### config.mk
export PLATFORM = sky130hd
export DESIGN_NAME = periph_select_unit
export DESIGN_NICKNAME = d
export VERILOG_FILES = /design/src/rtl/psel_pkg.sv /design/src/rtl/psel_region_match.sv /design/src/rtl/psel_pin_mux.sv /design/src/rtl/periph_select_unit.sv
export SDC_FILE = /design/constraint.sdc
export NUM_CORES = 1
export LEC_CHECK = 0
export BUFFER_PORTS_ARGS = -buffer_cell sky130_fd_sc_hd__buf_2
export CORE_MARGIN = 5
export CORE_UTILIZATION = 28
export DETAILED_ROUTE_END_ITERATION = 8
export SKIP_CTS_REPAIR_TIMING = 1
export SLEW_MARGIN = 5
export SYNTH_ARGS = -nofsm -noshare
export SYNTH_HDL_FRONTEND = slang
export SYNTH_SLANG_ARGS = --single-unit
export TNS_END_PERCENT = 5
### constraint.sdc
create_clock -name clk -period 0.9 [get_ports clk]
set_input_delay 0.18 -clock clk [delete_from_list [all_inputs] [get_ports clk]]
set_output_delay 0.18 -clock clk [all_outputs]
set_load 0.02 [all_outputs]
### src/rtl/psel_pkg.sv
package psel_pkg;
    localparam int NSEL   = 7;
    localparam int LATW   = 2;
    localparam int PIN_A1 = 5;
    localparam int PIN_A2 = 6;

    typedef struct packed {
        logic [NSEL-1:0] active;
        logic [LATW-1:0] a_lat;
        logic [NSEL-1:0] pins;
    } psel_state_t;
endpackage

### src/rtl/psel_region_match.sv
module psel_region_match #(
    parameter int ADDR_W       = 20,
    parameter int REGION_SHIFT = 8,
    parameter int ALIGN_SHIFT  = 11,
    parameter int NSEL         = 7
) (
    input  logic [ADDR_W-1:REGION_SHIFT]   addr_hi,
    input  logic [ADDR_W-ALIGN_SHIFT-1:0]  base,
    input  logic                           io_cyc,
    input  logic                           io_cfg,
    output logic [NSEL-1:0]                hit
);
    localparam int IDX_W = ALIGN_SHIFT - REGION_SHIFT;

    logic             blk_hit;
    logic [IDX_W-1:0] idx;

    assign blk_hit = (addr_hi[ADDR_W-1:ALIGN_SHIFT] == base) && (io_cyc == io_cfg);
    assign idx     = addr_hi[ALIGN_SHIFT-1:REGION_SHIFT];

    for (genvar g = 0; g < NSEL; g++) begin : g_win
        assign hit[g] = blk_hit && (idx == IDX_W'(g));
    end
endmodule

### src/rtl/psel_pin_mux.sv
module psel_pin_mux #(
    parameter int NSEL   = 7,
    parameter int PIN_A1 = 5,
    parameter int PIN_A2 = 6
) (
    input  logic [NSEL-1:0] active,
    input  logic [1:0]      a_lat,
    input  logic            expand,
    output logic [NSEL-1:0] pins
);
    for (genvar g = 0; g < NSEL; g++) begin : g_pin
        if (g == PIN_A1) begin : g_a1
            assign pins[g] = expand ? ~active[g] : a_lat[0];
        end else if (g == PIN_A2) begin : g_a2
            assign pins[g] = expand ? ~active[g] : a_lat[1];
        end else begin : g_cs
            assign pins[g] = ~active[g];
        end
    end
endmodule

### src/rtl/periph_select_unit.sv
module periph_select_unit
    import psel_pkg::*;
#(
    parameter int ADDR_W       = 20,
    parameter int REGION_SHIFT = 8,
    parameter int ALIGN_SHIFT  = 11
) (
    input  logic                          clk,
    input  logic                          rst_n,
    input  logic [ADDR_W-1:0]             addr,
    input  logic                          ale,
    input  logic                          cyc_io,
    input  logic                          cyc_done,
    input  logic                          hold,
    input  logic [ADDR_W-ALIGN_SHIFT-1:0] cfg_base,
    input  logic                          cfg_io_space,
    input  logic                          cfg_expand,
    output logic [NSEL-1:0]               sel_n
);
    psel_state_t     st_d, st_q;
    logic [NSEL-1:0] hit;
    logic [NSEL-1:0] pins_d;
    logic            unused_addr_bits;

    assign unused_addr_bits = ^{addr[REGION_SHIFT-1:3], addr[0]};

    psel_region_match #(
        .ADDR_W(ADDR_W), .REGION_SHIFT(REGION_SHIFT),
        .ALIGN_SHIFT(ALIGN_SHIFT), .NSEL(NSEL)
    ) u_match (
        .addr_hi (addr[ADDR_W-1:REGION_SHIFT]),
        .base    (cfg_base),
        .io_cyc  (cyc_io),
        .io_cfg  (cfg_io_space),
        .hit     (hit)
    );

    psel_pin_mux #(.NSEL(NSEL), .PIN_A1(PIN_A1), .PIN_A2(PIN_A2)) u_mux (
        .active (st_d.active),
        .a_lat  (st_d.a_lat),
        .expand (cfg_expand),
        .pins   (pins_d)
    );

    always_comb begin
        st_d = st_q;
        if (hold) begin
            st_d.active = '0;
        end else if (ale) begin
            st_d.active = hit;
            st_d.a_lat  = addr[2:1];
        end else if (cyc_done) begin
            st_d.active = '0;
        end
        st_d.pins = pins_d;
    end

    always_ff @(posedge clk or negedge rst_n) begin
        if (!rst_n) begin
            st_q.active <= '0;
            st_q.a_lat  <= '0;
            st_q.pins   <= '1;
        end else begin
            st_q <= st_d;
        end
    end

    assign sel_n = st_q.pins;

    // at most one window is live at a time
    p_single_window_r2: assert property (@(posedge clk) disable iff (!rst_n)
        $onehot0(st_q.active));

    // wrong cycle type never opens a window
    p_space_mismatch_r4: assert property (@(posedge clk) disable iff (!rst_n)
        (ale && !hold && (cyc_io != cfg_io_space)) |=> (st_q.active == '0));

    // end of cycle closes the window
    p_cycle_end_r5: assert property (@(posedge clk) disable iff (!rst_n)
        (cyc_done && !ale) |=> (st_q.active == '0));

    // hold forces every strobe inactive
    p_hold_idle_r6: assert property (@(posedge clk) disable iff (!rst_n)
        hold |=> (st_q.active == '0));

    // latched bits frozen during hold
    p_hold_keeps_bits_r8: assert property (@(posedge clk) disable iff (!rst_n)
        hold |=> $stable(st_q.a_lat));

    // latched bits change only on an accepted ale
    p_no_ale_keeps_bits_r8: assert property (@(posedge clk) disable iff (!rst_n)
        !ale |=> $stable(st_q.a_lat));
endmodule

Word level (Yosys, flattened, before mapping)
Cells that the tools add are included.
- bits in registers: 16
- bits in latches: 0
- RAM bits: 0
- ROM bits: 0
- logic and storage cells: 34
- memories kept: 0
- add/subtract/negate cells: 0
- $mul: 0
- divide/modulo/power cells: 0
- magnitude comparators: 0
- eq/ne operators: 8
- shift operators: 0
- mux-type cells: 7
- bitwise gates (word level): 7
- reductions and logical operators: 9
- operators with widths (operator ; number):
    7-bit 2-to-1 mux ; 3
    3-bit == test, second input constant ; 3
    9-bit == test ; 1
    1-bit logical AND ; 8
    1-bit NOT ; 7
    3-bit by 2-bit == test with 1-bit output, second input constant ; 2
    2-bit 2-to-1 mux ; 2
    3-bit by 1-bit == test with 1-bit output, second input constant ; 1
    3-bit zero test ; 1
    1-bit 2-to-1 mux ; 2
    1-bit == test ; 1

Longest topological paths before layout
- word-level depth: 7
- gate-level depth with buffers: 4
- mapped depth without buffers: 4

Hierarchy
A second synthesis with hierarchy kept.
- cells, all modules: 75
- area, all modules: 862.1 sq um
- by module, submodules not included (module ; times used ; cells an instance ; area an instance (sq um) ; seq. area each (sq um)):
    periph_select_unit ; 1 ; 38 ; 601.8 ; 409.1
    psel_region_match ; 1 ; 28 ; 214.0 ; 0.0
    psel_pin_mux ; 1 ; 9 ; 46.3 ; 0.0

Least setup slack after synthesis
Ideal clock, no wire load.
- path kind: input-to-reg
- from: input port cfg_base[4]
- to: register st_q[14] (netlist name)
- arrival: 1145 ps
- data required time: 834 ps
- setup slack: -311 ps
- stages on the path: 4
- path buffers: 0
- cells stage by stage: xor2_1 a221o_2 o41ai_2 and2_1
- RTL lines (element ; RTL line ; source):
    from (decl) ; periph_select_unit.sv:15 ; input logic [ADDR_W-ALIGN_SHIFT-1:0] cfg_base,
    to (signal assigned) ; periph_select_unit.sv:64 ; st_q <= st_d;
    to (decl) ; periph_select_unit.sv:20 ; psel_state_t st_d, st_q;

==> impl_metrics.csv <==
group,metric,value,unit
sta,worst_slack,-0.224,ns
sta,worst_pin_slew,0.345,ns
worst_hold_path,min_to,"sel_n[5]$_DFF_PN1_",
synthesis,synth-seq-area-share,0.425,
synthesis,synthesis.nets,119,
route,wl_per_cell,12.4,um
outcome,violations,"negative setup slack",
grt,grt_pass1_wl,3590,um
cells_and_area,final_cell_area,1470,um^2
route,route.detailed.drc,0,
synthesis,async_flop_share,1.00,
sta,rsz0062_at_grt,"yes",
sta,final.setup.tns,-3.30,ns
floorplan,die_h,68.7,um
clocking,ctsRootBufferMaster,"clkbuf_4",
sta,hold_violations,0,
outcome,run_status,"complete, but fails checks",
worst_hold_path,hp-start,"cfg_expand",
synthesis,yosysWarnings,0,
clocking,cts_tree,"yes",
route,vias,784,
critical_path,crit_path_start_kind,"primary input",
clocking,htree_levels,1,
synthesis,yosysTopAreaCell,"dfrtp_1",
critical_path,r2r_setup_slack,0.05,ns
sta,fmax,890,MHz
synthesis,ys_seq_elements,16,
run,maxCapViolations,0,
sta,finalSetupViolCount,21,
grt,grt_max_degree,17,
critical_path,required,1.13,ns
critical_path,critPathArrivalTime,1.35,ns
grt,grt_use_total,0.103,
power,leakagePower,0.694,nW
critical_path,crit_path_max_fanout,7,
synthesis,synth_top_area_frac,0.234,
cells_and_area,regArea,409,um^2
grt,antenna_found_initial,0,
synthesis,synthFlopType,"dfrtp_1",
cells_and_area,area_delta_synth_final,52.2,%
synthesis,netlist_instances,82,
critical_path,r2r-end,"sel_n[5]$_DFF_PN1_",
route,routed_wl,2170,um
cells_and_area,antennaDiodeCount,0,
placed_design,hpwl,1690,um
critical_path,timing.rr.start,"st_q[7]$_DFF_PN0_",
power,cellPowerDensity,1140,nW/um^2
worst_hold_path,hold_path_class,"in2reg",
sta,fin_crit_sh,1.25,
cells_and_area,drive_gt1_frac,0.674,
placed_design,placed_area,1250,um^2
route,avgViaCountPerCell,4.48,
floorplan,start_util,0.289,
worst_hold_path,min_path_cells,2,
sta,max_slew_margin,0.770,
cells_and_area,nets,167,
sta,slew_viol_final,0,
floorplan,dieArea,4710,um^2
synthesis,synth.most_common_cell,"dfrtp_1",
synthesis,yosys-top-cells-count,"9 x dfrtp_1, 7 x buf_4, 7 x dfstp_2",
floorplan,ios,44,
power,ir_drop,0.000330,V
critical_path,path_class,"in2reg",
synthesis,synth_cell_types,31,
synthesis,synth.avg_cell_area,11.7,um^2
synthesis,ys_top_cells_by_area,"dfrtp_1 23%, dfstp_2 19%, xnor2_2 6.8%",
clocking,clk_pin_slew_worst_paths,0.09,ns
sta,finClkSkew,0.000425,ns
power,power.total,1.67,mW
route,drtIter0Drc,27,
cells_and_area,fillerInstances,337,
sta,final.min_clock_period,1.12,ns
floorplan,rows,21,
clocking,cts_sinks,16,
synthesis,synthesis.area,963,um^2
route,ant_nets,0,
placed_design,globalplace.congestion,0.754,
floorplan,die_w,68.7,um
clocking,cts_buffers,3,
placed_design,io_buffers,37,
critical_path,ff2ff_path_depth,3,
critical_path,worstSetupEndpointType,"flop",
clocking,clockBufferDepth,2,
route,dr.pass1.iters,4,
synthesis,synth_edf_count,0,
clocking,clk_latency,0.28,ns
grt,grt_pass1_vias,839,
grt,gr-total-overflow,0,
floorplan,core,3340,um^2
cells_and_area,multiInputGateArea,606,um^2
## kinds of logic after synthesis
family | count (synthesis) | share of synthesized area
buffers and inverters | 12 | 0.0753
AO/OA/AOI/OAI | 18 | 0.160
flip-flops | 16 | 0.425
XOR/XNOR | 8 | 0.104
AND/OR/NAND/NOR | 26 | 0.213
multiplexers | 2 | 0.0234
## stage by stage
step	util	cells	hold WS, ns	setup WS, ns
after floorplan	-	82	-0.116	-0.298
after global placement	0.373	170	0.0991	-0.483
after detailed placement	0.373	170	0.106	-0.489
after CTS	0.384	174	-0.204	-0.247
after global routing	0.439	175	0.0708	-0.249
final	0.439	175	0.0817	-0.224
## flip-flops by register name (all words and copies together) (netlist names)
name	cells
st_q	9
sel_n	7
## placed cells by master, fill, tap and decap left out, types with 2 or more instances in the layout
cell and n:
a21oi_1 3, nor2_1 4, buf_4 13, a21o_1 2, nor4_4 3, mux2_2 2, o41ai_4 2, a31oi_1 3
and2_1 5, a22oi_1 2, and2b_2 2, a22o_1 2, buf_2 29, clkbuf_4 3, inv_1 3, nor3_2 2
dfstp_2 7, dfrtp_1 9, xnor2_2 7, buf_6 8, nand4_1 2, nand2b_1 3
## layer usage
metal / global-route usage / vias to the layer above / wire (um)
met4: 0.0347 / 0 / 20
li1: - / 384 / -
met3: 0.0276 / 2 / 126
met1: 0.125 / 372 / 829
met2: 0.174 / 26 / 1200
met5: 0 / - / 0
## area by class of cell
| type | instances | area share |
|---|---|---|
| multi-input combinational | 54 | 0.413 |
| sequential | 16 | 0.279 |
| timing repair buffer | 51 | 0.234 |
| tap | 46 | 0.0392 |
| clock buffer | 4 | 0.0247 |
| inverter | 4 | 0.0102 |
## critical path, cell delays in order
cell     delay (ns)
buf_6          0.10
xor2_2         0.16
a221o_4        0.44
nor4b_4        0.33
a21o_1         0.14
## worst max path at each step
stage               slack (ns)            endpoint                from  cells after the start
floorplan                -0.30  st_q[12]$_DFF_PN0_         cfg_base[4]                      4
global placement         -0.48  st_q[11]$_DFF_PN0_         cfg_base[4]                      5
detailed placement       -0.49  st_q[13]$_DFF_PN0_         cfg_base[4]                      5
CTS                      -0.25            sel_n[4]  sel_n[4]$_DFF_PN1_                      1
global route             -0.25            sel_n[5]  sel_n[5]$_DFF_PN1_                      1
finish                   -0.22  st_q[11]$_DFF_PN0_            addr[15]                      5
## report_power, final
part           internal (mW)  total [mW]  leakage, nW  switching [mW]
registers              0.754       0.762        0.194         0.00845
clock network          0.246       0.461       0.0210           0.215
logic                  0.213       0.443        0.479           0.229
total                   1.21        1.67        0.694           0.453
Note: power is estimated with default switching activity, not from simulation.
